## src/rtl/ufi_pkg.sv

```systemverilog
package ufi_pkg;
  localparam int unsigned BUS_W   = 32;
  localparam int unsigned TOG_BIT = 31;
  localparam int unsigned MPS_LSB = 16;
  localparam int unsigned MPS_W   = 15;

  typedef enum logic [1:0] {
    REG_INTERVAL = 2'd0,
    REG_REMAIN   = 2'd1,
    REG_FRNUM    = 2'd2,
    REG_PSTART   = 2'd3
  } ufi_reg_e;
endpackage

```

## src/rtl/ufi_regs.sv

```systemverilog
module ufi_regs
  import ufi_pkg::*;
#(
  parameter int unsigned IW           = 14,
  parameter int unsigned NW           = 16,
  parameter int unsigned DEF_INTERVAL = 11999,
  parameter int unsigned DEF_PSTART   = 10799
) (
  input  logic             clk,
  input  logic             rst_n,
  input  logic             we,
  input  logic [1:0]       addr,
  input  logic [BUS_W-1:0] wdata,
  input  logic [IW-1:0]    rem_cnt,
  input  logic             rem_tog,
  input  logic [NW-1:0]    frame_num,
  output logic [IW-1:0]    interval,
  output logic             int_tog,
  output logic [IW-1:0]    pstart,
  output logic [BUS_W-1:0] rdata
);
  localparam logic [IW-1:0] RST_INT = IW'(DEF_INTERVAL);
  localparam logic [IW-1:0] RST_PS  = IW'(DEF_PSTART);

  logic [MPS_W-1:0] max_pkt;
  ufi_reg_e         sel;

  assign sel = ufi_reg_e'(addr);

  always_ff @(posedge clk or negedge rst_n) begin
    if (!rst_n) begin
      interval <= RST_INT;
      int_tog  <= 1'b0;
      max_pkt  <= '0;
      pstart   <= RST_PS;
    end else if (we) begin
      if (sel == REG_INTERVAL) begin
        interval <= wdata[IW-1:0];
        max_pkt  <= wdata[MPS_LSB +: MPS_W];
        int_tog  <= wdata[TOG_BIT];
      end
      if (sel == REG_PSTART) begin
        pstart <= wdata[IW-1:0];
      end
    end
  end

  logic unused_bits;
  assign unused_bits = &{1'b0, wdata[MPS_LSB-1:IW]};

  always_comb begin
    rdata = '0;
    case (sel)
      REG_INTERVAL: begin
        rdata[IW-1:0]            = interval;
        rdata[MPS_LSB +: MPS_W]  = max_pkt;
        rdata[TOG_BIT]           = int_tog;
      end
      REG_REMAIN: begin
        rdata[IW-1:0]  = rem_cnt;
        rdata[TOG_BIT] = rem_tog;
      end
      REG_FRNUM:  rdata[NW-1:0] = frame_num;
      REG_PSTART: rdata[IW-1:0] = pstart;
      default:    rdata = '0;
    endcase
  end
endmodule

```

## src/rtl/ufi_down_cnt.sv

```systemverilog
module ufi_down_cnt #(
  parameter int unsigned IW = 14
) (
  input  logic          clk,
  input  logic          rst_n,
  input  logic          step,
  input  logic [IW-1:0] interval,
  input  logic          int_tog,
  output logic [IW-1:0] rem_cnt,
  output logic          rem_tog,
  output logic          wrap
);
  localparam logic [IW-1:0] ONE = IW'(1);

  assign wrap = step && (rem_cnt == '0);

  always_ff @(posedge clk or negedge rst_n) begin
    if (!rst_n) begin
      rem_cnt <= '0;
      rem_tog <= 1'b0;
    end else if (step) begin
      if (rem_cnt == '0) begin
        rem_cnt <= interval;
        rem_tog <= int_tog;
      end else begin
        rem_cnt <= rem_cnt - ONE;
      end
    end
  end
endmodule

```

## src/rtl/ufi_frame_cnt.sv

```systemverilog
module ufi_frame_cnt #(
  parameter int unsigned NW = 16
) (
  input  logic          clk,
  input  logic          rst_n,
  input  logic          wrap,
  output logic [NW-1:0] frame_num,
  output logic          sof,
  output logic          fno
);
  localparam logic [NW-1:0] ONE = NW'(1);

  logic [NW-1:0] nxt_num;
  assign nxt_num = frame_num + ONE;

  always_ff @(posedge clk or negedge rst_n) begin
    if (!rst_n) begin
      frame_num <= '0;
      sof       <= 1'b0;
      fno       <= 1'b0;
    end else begin
      sof <= wrap;
      fno <= wrap && (nxt_num[NW-1] != frame_num[NW-1]);
      if (wrap) frame_num <= nxt_num;
    end
  end
endmodule

```

## src/rtl/usb_frame_timer.sv

```systemverilog
module usb_frame_timer
  import ufi_pkg::*;
#(
  parameter int unsigned IW           = 14,
  parameter int unsigned NW           = 16,
  parameter int unsigned DEF_INTERVAL = 11999,
  parameter int unsigned DEF_PSTART   = 10799
) (
  input  logic        clk,
  input  logic        rst_n,
  input  logic        tick_i,
  input  logic        run_i,
  input  logic        bus_we_i,
  input  logic [1:0]  bus_addr_i,
  input  logic [31:0] bus_wdata_i,
  output logic [31:0] bus_rdata_o,
  output logic        sof_o,
  output logic        fno_o,
  output logic        periodic_pri_o
);
  logic [IW-1:0] interval;
  logic          int_tog;
  logic [IW-1:0] pstart;
  logic [IW-1:0] rem_cnt;
  logic          rem_tog;
  logic          wrap;
  logic [NW-1:0] frame_num;
  logic          step;

  assign step = tick_i && run_i;

  ufi_regs #(
    .IW(IW), .NW(NW), .DEF_INTERVAL(DEF_INTERVAL), .DEF_PSTART(DEF_PSTART)
  ) u_regs (
    .clk(clk), .rst_n(rst_n), .we(bus_we_i), .addr(bus_addr_i),
    .wdata(bus_wdata_i), .rem_cnt(rem_cnt), .rem_tog(rem_tog),
    .frame_num(frame_num), .interval(interval), .int_tog(int_tog),
    .pstart(pstart), .rdata(bus_rdata_o)
  );

  ufi_down_cnt #(.IW(IW)) u_down (
    .clk(clk), .rst_n(rst_n), .step(step), .interval(interval),
    .int_tog(int_tog), .rem_cnt(rem_cnt), .rem_tog(rem_tog), .wrap(wrap)
  );

  ufi_frame_cnt #(.NW(NW)) u_frame (
    .clk(clk), .rst_n(rst_n), .wrap(wrap), .frame_num(frame_num),
    .sof(sof_o), .fno(fno_o)
  );

  assign periodic_pri_o = (rem_cnt < pstart);
endmodule

```

## config.mk

```make
export PLATFORM = sky130hd
export DESIGN_NAME = usb_frame_timer
export DESIGN_NICKNAME = d
export VERILOG_FILES = /design/src/rtl/ufi_pkg.sv /design/src/rtl/ufi_regs.sv /design/src/rtl/ufi_down_cnt.sv /design/src/rtl/ufi_frame_cnt.sv /design/src/rtl/usb_frame_timer.sv
export SDC_FILE = /design/constraint.sdc
export NUM_CORES = 1
export LEC_CHECK = 0
export BUFFER_PORTS_ARGS = -buffer_cell sky130_fd_sc_hd__buf_2
export CAP_MARGIN = 10
export CORE_ASPECT_RATIO = 1.75
export CORE_MARGIN = 2
export CORE_UTILIZATION = 55
export DETAILED_ROUTE_END_ITERATION = 6
export PLACE_DENSITY = 0.79
export RECOVER_POWER = 100
export SYNTH_ARGS = -nofsm -noshare
export SYNTH_HDL_FRONTEND = slang
export SYNTH_SLANG_ARGS = --single-unit
```

## constraint.sdc

```tcl
create_clock -name clk -period 2.65 [get_ports clk]
set_input_delay 0.265 -clock clk [delete_from_list [all_inputs] [get_ports clk]]
set_output_delay 0.265 -clock clk [all_outputs]
set_load 0.1 [all_outputs]
```

==> metrics.yaml, run 1 <==
status:
  status: "complete, but fails checks"
  violations: "capacitance limit, slew limit"
clocking:
  insertion_delay_ps: 340
  cts_hold_buf: 0
  numCtsBuffers: 9
  ctsHtreeMaxLevel: 3
  clock-sinks: 77
  clk_path_buf_depth: 2
  cts_tree: "built"
  clk_pin_slew_ps: 60
  cts_root_buf: "clkbuf_16"
routing:
  drc: 0
  via_per_inst: 5.93
  num_vias: 3125
  firstDrtPassIters: 4
  wl_per_cell_microns: 18.5
  drtIter0Drc: 217
  wl_microns: 9760
  ant_nets: 0
critical_path:
  endpoint_kind: "output port"
  arrival_ps: 2300
  crit_path_max_fanout: 3
  required_ps: 2380
  path_class: "reg2out"
  cp-start-kind: "flip-flop"
timing:
  slew_violations: 78
  rsz0062_at_grt: "false"
  setup_violations: 0
  final.setup.worst_slack_ps: 86.4
  max_slew_margin_pct: -27.3
  min_period_ps: 2560
  tightest_slew_ps: 1910
  fmaxAchievable_mhz: 390
  min_period_over_period_pct: 96.7
  hold_viol: 0
  tns_ps: 0
  skew_ps: 7.08
die:
  die_x_microns: 69.8
  rows: 42
  initial_core_util_pct: 55.8
  fp.dieH_microns: 119
  core-area_sq_um: 7460
  dieArea_sq_um: 8320
  pin_count: 74
flow_run:
  maxCapViolations: 1
power_and_ir_drop:
  power.internal_uw: 2830
  p_seq_share_pct: 35.2
  peakVddDrop_uv: 669
  switching_share_pct: 41.2
  clkPwrFrac_pct: 25.5
  pwr-share-comb_pct: 39.4
  p_leak_uw: 0.00222
  p_per_area_nw_per_um2: 980
  power_switching_uw: 1980
hold_path:
  hold_class: "in2reg"
synthesis:
  synth_seq_area_share_pct: 46.8
  netlist_instances: 349
  ys_ff_latch: 77
  yosys_warnings: 0
  syn-cell-area_sq_um: 4170
  synth_edf_count: 0
  synth_nets: 403
  synth_cell_types: 52
  ys_async_sr_fraction_pct: 100
  ys.flop_type: "dfrtp_1"
  syn_avg_cell_area_sq_um: 11.9
final_layout:
  antenna_cells_inserted: 0
  layout_common_cells: "dfrtp_1, mux2_2, buf_2"
  fin_cells: 527
  multiInputGateArea_sq_um: 2030
  area_delta_synth_final_pct: 17.7
  drive_above_1_share_pct: 36.4
  fillers: 586
  seqCellArea_sq_um: 1950
  nets: 488
  final_common_cell: "dfrtp_1"
place:
  dp_cells: 511
  io_buffer_count: 71
  gp_congestion: 0.925
  post-place-ws_ps: 146
  dpl.hpwl_microns: 6890
grt:
  track_usage_pct: 24.8
  grt_pass1_wl_microns: 16000
  grt_pass1_vias: 3277
  grt_overflow: 0
  grt_max_degree: 78
  antenna_found_initial: 0
-- power by group through the flow --
stage	Sequential (uW)	Clock, uW	Combinational [uW]
3_5_place_dp	1710	0	1900
4_1_cts	1690	1240	1920
3_3_place_gp	1690	0	1840
2_1_floorplan	1680	0	1420
6_report	1690	1230	1890
5_1_grt	1720	1280	2030
-- worst max-delay path, cell delays in order, from the launching register on --
cell and delay (ps):
dfstp_2 540, inv_1 40, ha_1 320, nand4_1 150, nor2_1 70, o2bb2ai_1 210, o21ai_2 180, buf_2 440
-- logic make-up after synthesis --
group,count (synthesis),share of synthesized area (%)
AO/OA/AOI/OAI,40,6.10
XOR/XNOR,17,3.57
adder cells (fa/ha/maj),15,4.50
buffers and inverters,35,3.69
flip-flops,77,46.8
multiplexers,60,19.9
AND/OR/NAND/NOR,105,15.4
-- synth_stat cells (10+ instances only) --
cell type  number  area, sq um
a21oi_1        10         50.1
mux4_2         14          315
nand2_1        21         78.8
nand4_1        10         62.6
inv_1          19         71.3
nor2_1         13         48.8
dfrtp_1        58         1450
mux2_2         44          495
nand3_1        10         50.1
ha_1           15          188
and2_1         18          113
dfstp_2        19          499
-- per-layer routing --
layer	vias to the layer above	GRT usage, %	routed length (microns)
li1	1437	-	-
met1	1567	28.8	3660
met2	97	43.9	5380
met3	24	4.15	428
met4	0	11.5	299
met5	-	0	0
-- cell type report --
type	count	area share [%]
multi-input combinational	237	41.4
tap	88	2.24
sequential	77	39.8
clock buffer	10	4.67
timing repair buffer	89	9.06
clock inverter	6	1.30
inverter	20	1.56
-- final timing paths --
kind | from | end | slack (ps) | cells after the start
setup reg to reg | u_down.rem_cnt[0]$_DFFE_PN0P_ | u_down.rem_cnt[0]$_DFFE_PN0P_ | 170 | 7
min in group asynchronous | rst_n | u_regs.pstart[4]$_DFFE_PN0P_ | 410 | 1
hold / removal | bus_wdata_i[11] | u_regs.interval[11]$_DFFE_PN1P_ | 150 | 3
setup / recovery | u_regs.pstart[9]$_DFFE_PN1P_ | periodic_pri_o | 90 | 7
max in group asynchronous | rst_n | u_regs.max_pkt[4]$_DFFE_PN0P_ | 1060 | 1
hold reg to reg | u_frame.frame_num[15]$_DFFE_PN0P_ | u_frame.frame_num[15]$_DFFE_PN0P_ | 460 | 1
-- registers in the layout (all words and copies together) (netlist names) --
register           flops
u_regs.interval       14
u_regs.pstart         14
u_frame.fno            1
u_frame.sof            1
u_down.rem_tog         1
u_down.rem_cnt        14
u_regs.int_tog         1
u_regs.max_pkt        15
u_frame.frame_num     16
-- stage by stage --
step                      hold WS [ps]  area (sq um)  total power, uW  utilization (%)
after floorplan                  -30.6          4170             3100                -
after global placement             454          4700             3530             62.9
after detailed placement           450          4700             3600             62.9
after CTS                          120          4990             4850             66.9
after global routing               154          4900             5030             65.7
final                              150          4900             4810             65.7
-- what timing repair did --
action / 4_1_cts / 5_1_grt
resized for setup: 0 / 1
endpoints found under the setup margin: 0 / 1
setup buffers: 0 / 0
No activity file was read; power rests on OpenSTA's default activity.
==> run 2, diff against run 1 <==
- CORE_MARGIN: 2 -> 5
==> run 2 against run 1 <==
  * Sequential power hardly changed
  * Core utilization rose by 1.1 points
  * The run still ends with capacitance limit, slew limit left
  * Sequential cell count is the same
  * Wire length is 0.61% higher
  * Sequential share of layout area is 0.65 points lower
==> metrics.yaml, run 2 (synthesis gave the netlist of run 1 again) <==
routing:
  wl_per_cell_microns: 18.6
  ant_nets: 0
  drtIter0Drc: 312
  wl_microns: 9820
  drc: 0
  via_per_inst: 5.85
  num_vias: 3087
  firstDrtPassIters: 4
critical_path:
  arrival_ps: 2280
  cp-start-kind: "flip-flop"
  crit_path_max_fanout: 3
  critical-path-top-delay-family: "compound AO/OA/AOI/OAI gates"
  path_class: "reg2out"
  crit_chain: "inv_1 -> ha_1 -> a21oi_1 -> o21ai_0 -> o2bb2ai_1 -> o21ai_2 -> buf_2"
  endpoint_kind: "output port"
  crit_buf_inv: 2
  slowest_delay_ps: 540
  rrSetupSlack_ps: 140
  required_ps: 2380
  cp_slowest_cell: "dfstp_2"
clocking:
  numCtsBuffers: 9
  clock-sinks: 77
  ctsHtreeMaxLevel: 3
  insertion_delay_ps: 340
  cts_root_buf: "clkbuf_16"
  cts_hold_buf: 0
  clk_path_buf_depth: 2
  clk_pin_slew_ps: 60
  cts_tree: "built"
final_layout:
  drive_above_1_share_pct: 41.6
  area_delta_synth_final_pct: 19.7
  largest_register: "u_frame.frame_num"
  antenna_cells_inserted: 0
  final_common_cell: "dfrtp_1"
  layout_common_cells: "dfrtp_1, mux2_2, buf_2"
  largest_reg_flops: 16
  largest_registers: "u_frame.frame_num: 16 flops, u_regs.max_pkt: 15 flops"
  nets: 489
  fillers: 577
die:
  initial_core_util_pct: 55.8
  fp.dieH_microns: 125
  die_x_microns: 75.8
  dieArea_sq_um: 9480
  pin_count: 74
  rows: 42
  core-area_sq_um: 7460
flow_run:
  maxCapViolations: 1
power_and_ir_drop:
  power.total_uw: 4840
  p_seq_share_pct: 35.3
  p_leak_uw: 0.00229
  power.internal_uw: 2880
  p_per_area_nw_per_um2: 970
  power_switching_uw: 1950
  clkPwrFrac_pct: 26.1
  switching_share_pct: 40.4
  peakVddDrop_uv: 567
  pwr-share-comb_pct: 38.7
grt:
  track_usage_pct: 23.0
  antenna_found_initial: 0
  grt_pass1_wl_microns: 16400
  grt_overflow: 0
  grt_max_degree: 78
  grt_pass1_vias: 3348
status:
  violations: "capacitance limit, slew limit"
  status: "complete, but fails checks"
timing:
  final.setup.worst_slack_ps: 106
  max_slew_margin_pct: -26.9
  fmaxAchievable_mhz: 393
  rsz0062_at_grt: "false"
  tightest_slew_ps: 1900
  hold_viol: 0
  min_period_ps: 2540
  skew_ps: 6.54
  tns_ps: 0
  slew_violations: 78
  min_period_over_period_pct: 96.0
  setup_violations: 0
place:
  gp_congestion: 0.848
  dpl.hpwl_microns: 7100
  post-place-ws_ps: 83.9
  io_buffer_count: 71
hold_path:
  hold_class: "in2reg"
run 2: through the flow:
stage | util, % | cell area [sq um] | hold slack [ps] | std cells
2_1_floorplan | - | 4170 | -30.6 | 349
3_3_place_gp | 62.8 | 4690 | 450 | 510
3_5_place_dp | 62.8 | 4690 | 464 | 510
4_1_cts | 67.0 | 5000 | 122 | 526
5_1_grt | 66.8 | 4990 | 153 | 528
6_report | 66.8 | 4990 | 155 | 528
run 2: power by group through the flow:
stage / Clock (uW) / Combinational, uW / Sequential (uW)
final: 1260 / 1870 / 1710
after global routing: 1340 / 2020 / 1740
after CTS: 1290 / 1890 / 1700
after detailed placement: 0 / 1870 / 1720
after global placement: 0 / 1820 / 1700
after floorplan: 0 / 1420 / 1680
run 2: what timing repair did:
item / in CTS / in global routing
gates resized for setup: 0 / 4
endpoints found under the setup margin: 0 / 12
buffers inserted: 0 / 2
run 2: routing by layer:
layer  vias to the layer above  global-route usage [%]  wire, microns
met5                         -                       0              0
met4                         0                    9.27            243
met3                        16                    5.54            529
met2                        89                    39.3           5550
met1                      1539                    26.6           3500
li1                       1443                       -              -
run 2: worst register-to-register path, delay by kind of cell, from the launching register on:
| family | cells | cell delay (ps) |
|---|---|---|
| buffers and inverters | 2 | 330 |
| AND/OR/NAND/NOR | 3 | 1300 |
| flip-flops | 1 | 430 |
| adder cells (fa/ha/maj) | 1 | 210 |
| XOR/XNOR | 1 | 160 |
run 2: area by class of cell:
| class | instances | area [sq um] | area share [%] |
|---|---|---|---|
| clock buffer | 11 | 253 | 5.07 |
| tap | 88 | 110 | 2.21 |
| timing repair buffer | 90 | 460 | 9.23 |
| sequential | 77 | 1950 | 39.1 |
| inverter | 20 | 77.6 | 1.56 |
| clock inverter | 5 | 58.8 | 1.18 |
| multi-input combinational | 237 | 2080 | 41.6 |
run 2: path summary, 6_finish.rpt:
| kind | start | endpoint | cells past startpoint |
|---|---|---|---|
| worst max-delay path | u_regs.pstart[2]$_DFFE_PN1P_ | periodic_pri_o | 7 |
| worst min-delay path | bus_wdata_i[28] | u_regs.max_pkt[12]$_DFFE_PN0P_ | 2 |
| worst max register to register | u_down.rem_cnt[0]$_DFFE_PN0P_ | u_frame.frame_num[5]$_DFFE_PN0P_ | 7 |
| worst min register to register | u_frame.frame_num[15]$_DFFE_PN0P_ | u_frame.frame_num[15]$_DFFE_PN0P_ | 1 |
| max in group asynchronous | rst_n | u_regs.interval[5]$_DFFE_PN0P_ | 1 |
| min in group asynchronous | rst_n | u_frame.frame_num[13]$_DFFE_PN0P_ | 1 |
